`src/rtl/convseq_pkg.sv`:
```
package convseq_pkg;
  localparam int ID_W   = 4;
  localparam int STAT_W = 8;

  typedef struct packed {
    logic            rdy_n;
    logic [2:0]      rsvd;
    logic [ID_W-1:0] id;
  } status_t;
endpackage

```
`src/rtl/convseq_pick.sv`:
```
// Combinational channel chooser: lowest enabled and next enabled after cur.
module convseq_pick #(
  parameter int NCH = 4,
  parameter int CW  = 2
) (
  input  logic [NCH-1:0] mask,
  input  logic [CW-1:0]  cur,
  output logic [CW-1:0]  first_ch,
  output logic [CW-1:0]  next_ch,
  output logic           any
);
  always_comb begin
    first_ch = '0;
    for (int k = NCH - 1; k >= 0; k--) begin
      if (mask[k]) first_ch = CW'(k);
    end
  end

  always_comb begin
    logic found;
    found   = 1'b0;
    next_ch = cur;
    for (int k = 1; k <= NCH; k++) begin
      if (!found && mask[CW'((int'(cur) + k) % NCH)]) begin
        next_ch = CW'((int'(cur) + k) % NCH);
        found   = 1'b1;
      end
    end
  end

  assign any = |mask;


  always_comb begin
    if (any) begin
      first_pick_chk : assert (mask[first_ch]);
      next_pick_chk  : assert (mask[next_ch]);
    end
  end
endmodule

```
`src/rtl/convseq_settle.sv`:
```
// Settling-period counter; done fires on the last counted tick.
module convseq_settle #(
  parameter int SETTLE = 4,
  parameter int SW     = 2
) (
  input  logic clk,
  input  logic rst,
  input  logic clr,
  input  logic adv,
  output logic done
);
  localparam logic [SW-1:0] LAST = SW'(SETTLE - 1);

  logic [SW-1:0] cnt_q;

  assign done = adv && !clr && (cnt_q == LAST);

  always_ff @(posedge clk) begin
    if (rst || clr) cnt_q <= '0;
    else if (adv)   cnt_q <= (cnt_q == LAST) ? '0 : cnt_q + 1'b1;
  end


  cnt_range_chk : assert property (@(posedge clk) disable iff (rst)
    cnt_q <= LAST);

  done_wrap_chk : assert property (@(posedge clk) disable iff (rst)
    done |=> (cnt_q == '0));
endmodule

```
`src/rtl/convseq_hold.sv`:
```
// Result holding register with unread flag and capture strobe.
module convseq_hold #(
  parameter int DATA_W = 24,
  parameter int CW     = 2
) (
  input  logic              clk,
  input  logic              rst,
  input  logic              lat,
  input  logic              rd,
  input  logic [DATA_W-1:0] din,
  input  logic [CW-1:0]     id_in,
  output logic [DATA_W-1:0] dout,
  output logic [CW-1:0]     id,
  output logic              rdy_n,
  output logic              drdy
);
  always_ff @(posedge clk) begin
    if (rst) begin
      dout  <= '0;
      id    <= '0;
      rdy_n <= 1'b1;
      drdy  <= 1'b0;
    end else begin
      drdy <= lat;
      if (lat) begin
        dout  <= din;
        id    <= id_in;
        rdy_n <= 1'b0;
      end else if (rd) begin
        rdy_n <= 1'b1;
      end
    end
  end


  lat_clears_chk : assert property (@(posedge clk) disable iff (rst)
    lat |=> !rdy_n);

  rd_sets_chk : assert property (@(posedge clk) disable iff (rst)
    (rd && !lat) |=> rdy_n);

  hold_stable_chk : assert property (@(posedge clk) disable iff (rst)
    !lat |=> ($stable(dout) && $stable(id)));
endmodule

```
`src/rtl/conv_seq.sv`:
```
module conv_seq #(
  parameter int NCH    = 4,
  parameter int DATA_W = 24,
  parameter int SETTLE = 4
) (
  input  logic                  clk,
  input  logic                  rst,
  input  logic [NCH-1:0]        ch_en,
  input  logic                  tick,
  input  logic [DATA_W-1:0]     conv_data,
  input  logic                  append_stat,
  input  logic                  rd,
  output logic                  filt_rst,
  output logic [((NCH > 1) ? $clog2(NCH) : 1)-1:0] cur_ch,
  output logic                  drdy,
  output logic [7:0]            status,
  output logic [DATA_W+7:0]     word_out
);
  import convseq_pkg::*;

  localparam int CW    = (NCH > 1) ? $clog2(NCH) : 1;
  localparam int SW    = (SETTLE > 1) ? $clog2(SETTLE) : 1;
  localparam int OUT_W = DATA_W + STAT_W;

  logic [NCH-1:0]    en_q;
  logic              active_q;
  logic [CW-1:0]     cur_q;
  logic              frst_q;
  logic              restart, adv, done, any;
  logic [CW-1:0]     first_ch, next_ch, id_q;
  logic [DATA_W-1:0] data_q;
  logic              rdy_n_q, drdy_q;
  status_t           st;

  assign restart = (ch_en != en_q);
  assign adv     = active_q && tick && !restart;

  convseq_pick #(.NCH(NCH), .CW(CW)) u_pick (
    .mask     (ch_en),
    .cur      (cur_q),
    .first_ch (first_ch),
    .next_ch  (next_ch),
    .any      (any)
  );

  convseq_settle #(.SETTLE(SETTLE), .SW(SW)) u_settle (
    .clk  (clk),
    .rst  (rst),
    .clr  (restart),
    .adv  (adv),
    .done (done)
  );

  always_ff @(posedge clk) begin
    if (rst) begin
      en_q     <= '0;
      active_q <= 1'b0;
      cur_q    <= '0;
      frst_q   <= 1'b0;
    end else begin
      en_q   <= ch_en;
      frst_q <= 1'b0;
      if (restart) begin
        active_q <= any;
        cur_q    <= first_ch;
        frst_q   <= any;
      end else if (done) begin
        cur_q  <= next_ch;
        frst_q <= 1'b1;
      end
    end
  end

  convseq_hold #(.DATA_W(DATA_W), .CW(CW)) u_hold (
    .clk   (clk),
    .rst   (rst),
    .lat   (done),
    .rd    (rd),
    .din   (conv_data),
    .id_in (cur_q),
    .dout  (data_q),
    .id    (id_q),
    .rdy_n (rdy_n_q),
    .drdy  (drdy_q)
  );

  always_comb begin
    st.rdy_n = rdy_n_q;
    st.rsvd  = '0;
    st.id    = ID_W'(id_q);
  end

  assign filt_rst = frst_q;
  assign cur_ch   = cur_q;
  assign drdy     = drdy_q;
  assign status   = st;
  assign word_out = append_stat ? OUT_W'({data_q, st}) : OUT_W'(data_q);


  rst_with_drdy_chk : assert property (@(posedge clk) disable iff (rst)
    drdy |-> filt_rst);

  drdy_after_tick_chk : assert property (@(posedge clk) disable iff (rst)
    drdy |-> $past(tick));

  idle_no_drdy_chk : assert property (@(posedge clk) disable iff (rst)
    (ch_en == '0) |=> !drdy);

  restart_no_drdy_chk : assert property (@(posedge clk) disable iff (rst)
    restart |=> !drdy);
endmodule

```
`config.mk`:
```
export PLATFORM = sky130hd
export DESIGN_NAME = conv_seq
export DESIGN_NICKNAME = d
export VERILOG_FILES = /design/src/rtl/convseq_pkg.sv /design/src/rtl/convseq_pick.sv /design/src/rtl/convseq_settle.sv /design/src/rtl/convseq_hold.sv /design/src/rtl/conv_seq.sv
export SDC_FILE = /design/constraint.sdc
export NUM_CORES = 1
export LEC_CHECK = 0
export ABC_AREA = 1
export BUFFER_PORTS_ARGS = -buffer_cell sky130_fd_sc_hd__buf_4
export CELL_PAD_IN_SITES_DETAIL_PLACEMENT = 1
export CELL_PAD_IN_SITES_GLOBAL_PLACEMENT = 2
export CORE_UTILIZATION = 23
export CTS_BUF_LIST = sky130_fd_sc_hd__clkbuf_8
export DETAILED_ROUTE_END_ITERATION = 12
export GPL_TIMING_DRIVEN = 0
export PLACE_DENSITY_LB_ADDON = 0.08
export SLEW_MARGIN = 10
export SYNTH_ARGS = -nofsm -noshare
export SYNTH_HDL_FRONTEND = slang
export SYNTH_SLANG_ARGS = --single-unit
```
`constraint.sdc`:
```
create_clock -name clk -period 1.25 [get_ports clk]
set_input_delay 0.25 -clock clk [delete_from_list [all_inputs] [get_ports clk]]
set_output_delay 0.25 -clock clk [all_outputs]
set_load 0.005 [all_outputs]
```
==> impl_metrics.tcl <==
set metrics [dict create \
    status "complete, but fails checks" \
    violations "setup timing" \
    skew_ns 0.00385 \
    fp.coreArea_sq_um 8380 \
    sequentialPowerShare_pct 45.1 \
    synth-edff-count 0 \
    postRouteAntennaNets 0 \
    routed_wl_um 7480 \
    seq_area_sq_um 787 \
    cts_buffers 5 \
    layout_commonest_cell "buf_4" \
    num-fill-cells 1064 \
    max_freq_mhz 697 \
    dp_slack_ns -0.359 \
    rsz0062_at_grt "true" \
    pwr-share-clk_pct 31.9 \
    irDropWorstVdd_mv 0.444 \
    leakage_nw 1.66 \
    netlist_instances 315 \
    path_cells "buf_8 -> nand2_2 -> nand2_2 -> nand2_2 -> nand2_4 -> nand2_2 -> buf_4 -> nand3_1 -> o21ai_0 -> nand2_1 -> nand2_1 -> nor2_1" \
    critPathKind "reg -> reg" \
    fp.dieW_um 96.0 \
    pwr-share-comb_pct 23.1 \
    dieHeight_um 96.0 \
    nNetsFinal 443 \
    areaGrowthSynthToFinish_pct 67.8 \
    cp.arrival_ns 1.66 \
    period_share_pct 115 \
    avgSynthCellArea_sq_um 6.45 \
    grt_overflow_total 0 \
    n_antenna_cell 0 \
    ys_ff_latch 38 \
    setup_violations 31 \
    layout-drive-gt1-share_pct 51.0 \
    clk_pin_slew_ns 0.08 \
    dieArea_sq_um 9210 \
    holdWs_ns 0.177 \
    startpoint_type "register" \
    via_per_inst 4.43 \
    rows 33 \
    p_int_mw 1.95 \
    port_buffers 70 \
    place_inst 494 \
    drc 0 \
    grt_pass1_wl_um 11500 \
    ys_types 25 \
    layout.cells.non_filler 515 \
    fin_util_pct 40.7 \
    swShare_pct 29.5 \
    via_count 2280 \
    path_max_fanout 5 \
    synth-async-reset-ratio_pct 0 \
    design_area_sq_um 3410 \
    synth_top_area_share_pct 37.5 \
    cts_buffer_depth 2 \
    synth_flop_cell "dfxtp_1" \
    placed_area_sq_um 2710 \
    slowest_delay_ns 0.42 \
    dr.first_iter.drc_count 61 \
    total_power_mw 2.77 \
    cts_tree "done" \
    synth_top_area_cell "dfxtp_1" \
    critical-path-slowest-cell "dfxtp_4" \
    cp_common_cell "nand2_2" \
    yosys-top-cells-area "dfxtp_1 37%, nand2_1 16%, nor2_1 7.4%" \
    gp_congestion 0.710 \
    antenna_found_initial 0 \
    endpoint_kind "register" \
    drv_slew 0 \
    h-tree-depth 2 \
    grt_max_degree 12 \
    cts.sinks 38 \
    p_switching_mw 0.818 \
    cts_root_buffer "clkbuf_8" \
    final.setup.worst_slack_ns -0.185 \
    synth_seq_area_share_pct 37.5 \
    drv_cap 0 \
    ys_warn_count 0 \
    final.min_clock_period_ns 1.44 \
    wire_per_inst_um 14.5 \
    io_pins 77 \
    insertion_delay_ns 0.28 \
    dpl.hpwl_um 5210 \
    hold_violations 0 \
    synthesis.area_sq_um 2030 \
    grt_pass1_vias 2296 \
    finalSetupTns_ns -4.50 \
    drtPass1Iterations 4 \
    hold_path.class "in -> reg" \
    initial_core_util_pct 24.2 \
    multiInputGateArea_sq_um 1310 \
    cts_hold_buf 0 \
    grt_usage_pct 16.7 \
    layout_common_cells "82 x buf_4, 58 x nand2_1, 37 x nor2_1" \
    pwr_density_cell_nw_per_um2 813 \
    required_ns 1.47 \
]
cells in the mapped netlist (4+ instances only):
cell type,number
buf_4,7
a21oi_1,28
clkbuf_1,7
buf_6,4
nand3_1,11
inv_2,4
o21ai_0,24
nor2_1,40
dfxtp_1,38
nand2_1,85
o21ai_1,14
inv_1,35
sequential cells by signal (all words and copies together), names as in the netlist:
| register | cells |
|---|---|
| u_hold.dout | 24 |
| en_q | 4 |
| u_hold.drdy | 1 |
| active_q | 1 |
| cur_ch | 2 |
| filt_rst | 1 |
| u_hold.rdy_n | 1 |
| u_settle.cnt_q | 2 |
| u_hold.id | 2 |
power groups by stage:
stage                     sequential (mW)  combinational (mW)  clock [mW]
after floorplan                      1.27               0.241           0
after global placement               1.27               0.443           0
after detailed placement             1.27               0.447           0
after CTS                            1.25               0.557       0.922
after global routing                 1.25               0.706       0.982
final                                1.25               0.639       0.884
timing repair:
item / CTS / global route
setup buffers: 8 / 2
pin swaps: 17 / 26
gates cloned: 2 / 2
endpoints found under the setup margin: 66 / 54
gates resized for setup: 69 / 91
worst paths after layout:
kind	slack [ns]	startpoint	cells past startpoint	to
setup / recovery	-0.19	cur_ch[0]$_SDFFE_PP0P_	12	cur_ch[0]$_SDFFE_PP0P_
hold / removal	0.18	rst	2	en_q[0]$_SDFF_PP0_
setup reg to reg	-0.19	cur_ch[0]$_SDFFE_PP0P_	12	cur_ch[0]$_SDFFE_PP0P_
hold reg to reg	0.47	u_settle.cnt_q[1]$_SDFFE_PP0P_	2	u_settle.cnt_q[1]$_SDFFE_PP0P_
per-layer routing:
metal | GRT usage [%] | vias to the layer above | routed length [um]
met2 | 26.4 | 47 | 3510
met4 | 3.73 | 0 | 30
met5 | 0 | - | 0
met3 | 3.55 | 2 | 334
li1 | - | 1161 | -
met1 | 23.3 | 1070 | 3600
worst max-delay path, delay by kind of cell, from the launching register on:
family	cells	cell delay (ns)
AND/OR/NAND/NOR	9	0.58
AO/OA/AOI/OAI	1	0.07
flip-flops	1	0.42
buffers and inverters	2	0.28
cell type report:
cell class | instances | share of cell area, %
buffer | 21 | 6.39
clock buffer | 6 | 2.42
clock inverter | 2 | 0.257
inverter | 41 | 5.10
multi-input combinational | 219 | 38.3
sequential | 38 | 23.1
tap | 105 | 3.85
timing repair buffer | 83 | 20.6
kinds of logic after synthesis:
family	Yosys count	share of synthesized area [%]
and+or+nand+nor	143	29.3
AOI/OAI and AO/OA	70	18.0
buffers and inverters	62	14.5
DFF	38	37.5
adders and majority gates	1	0.616
other	1	0.185
No activity file was read; power rests on OpenSTA's default activity.
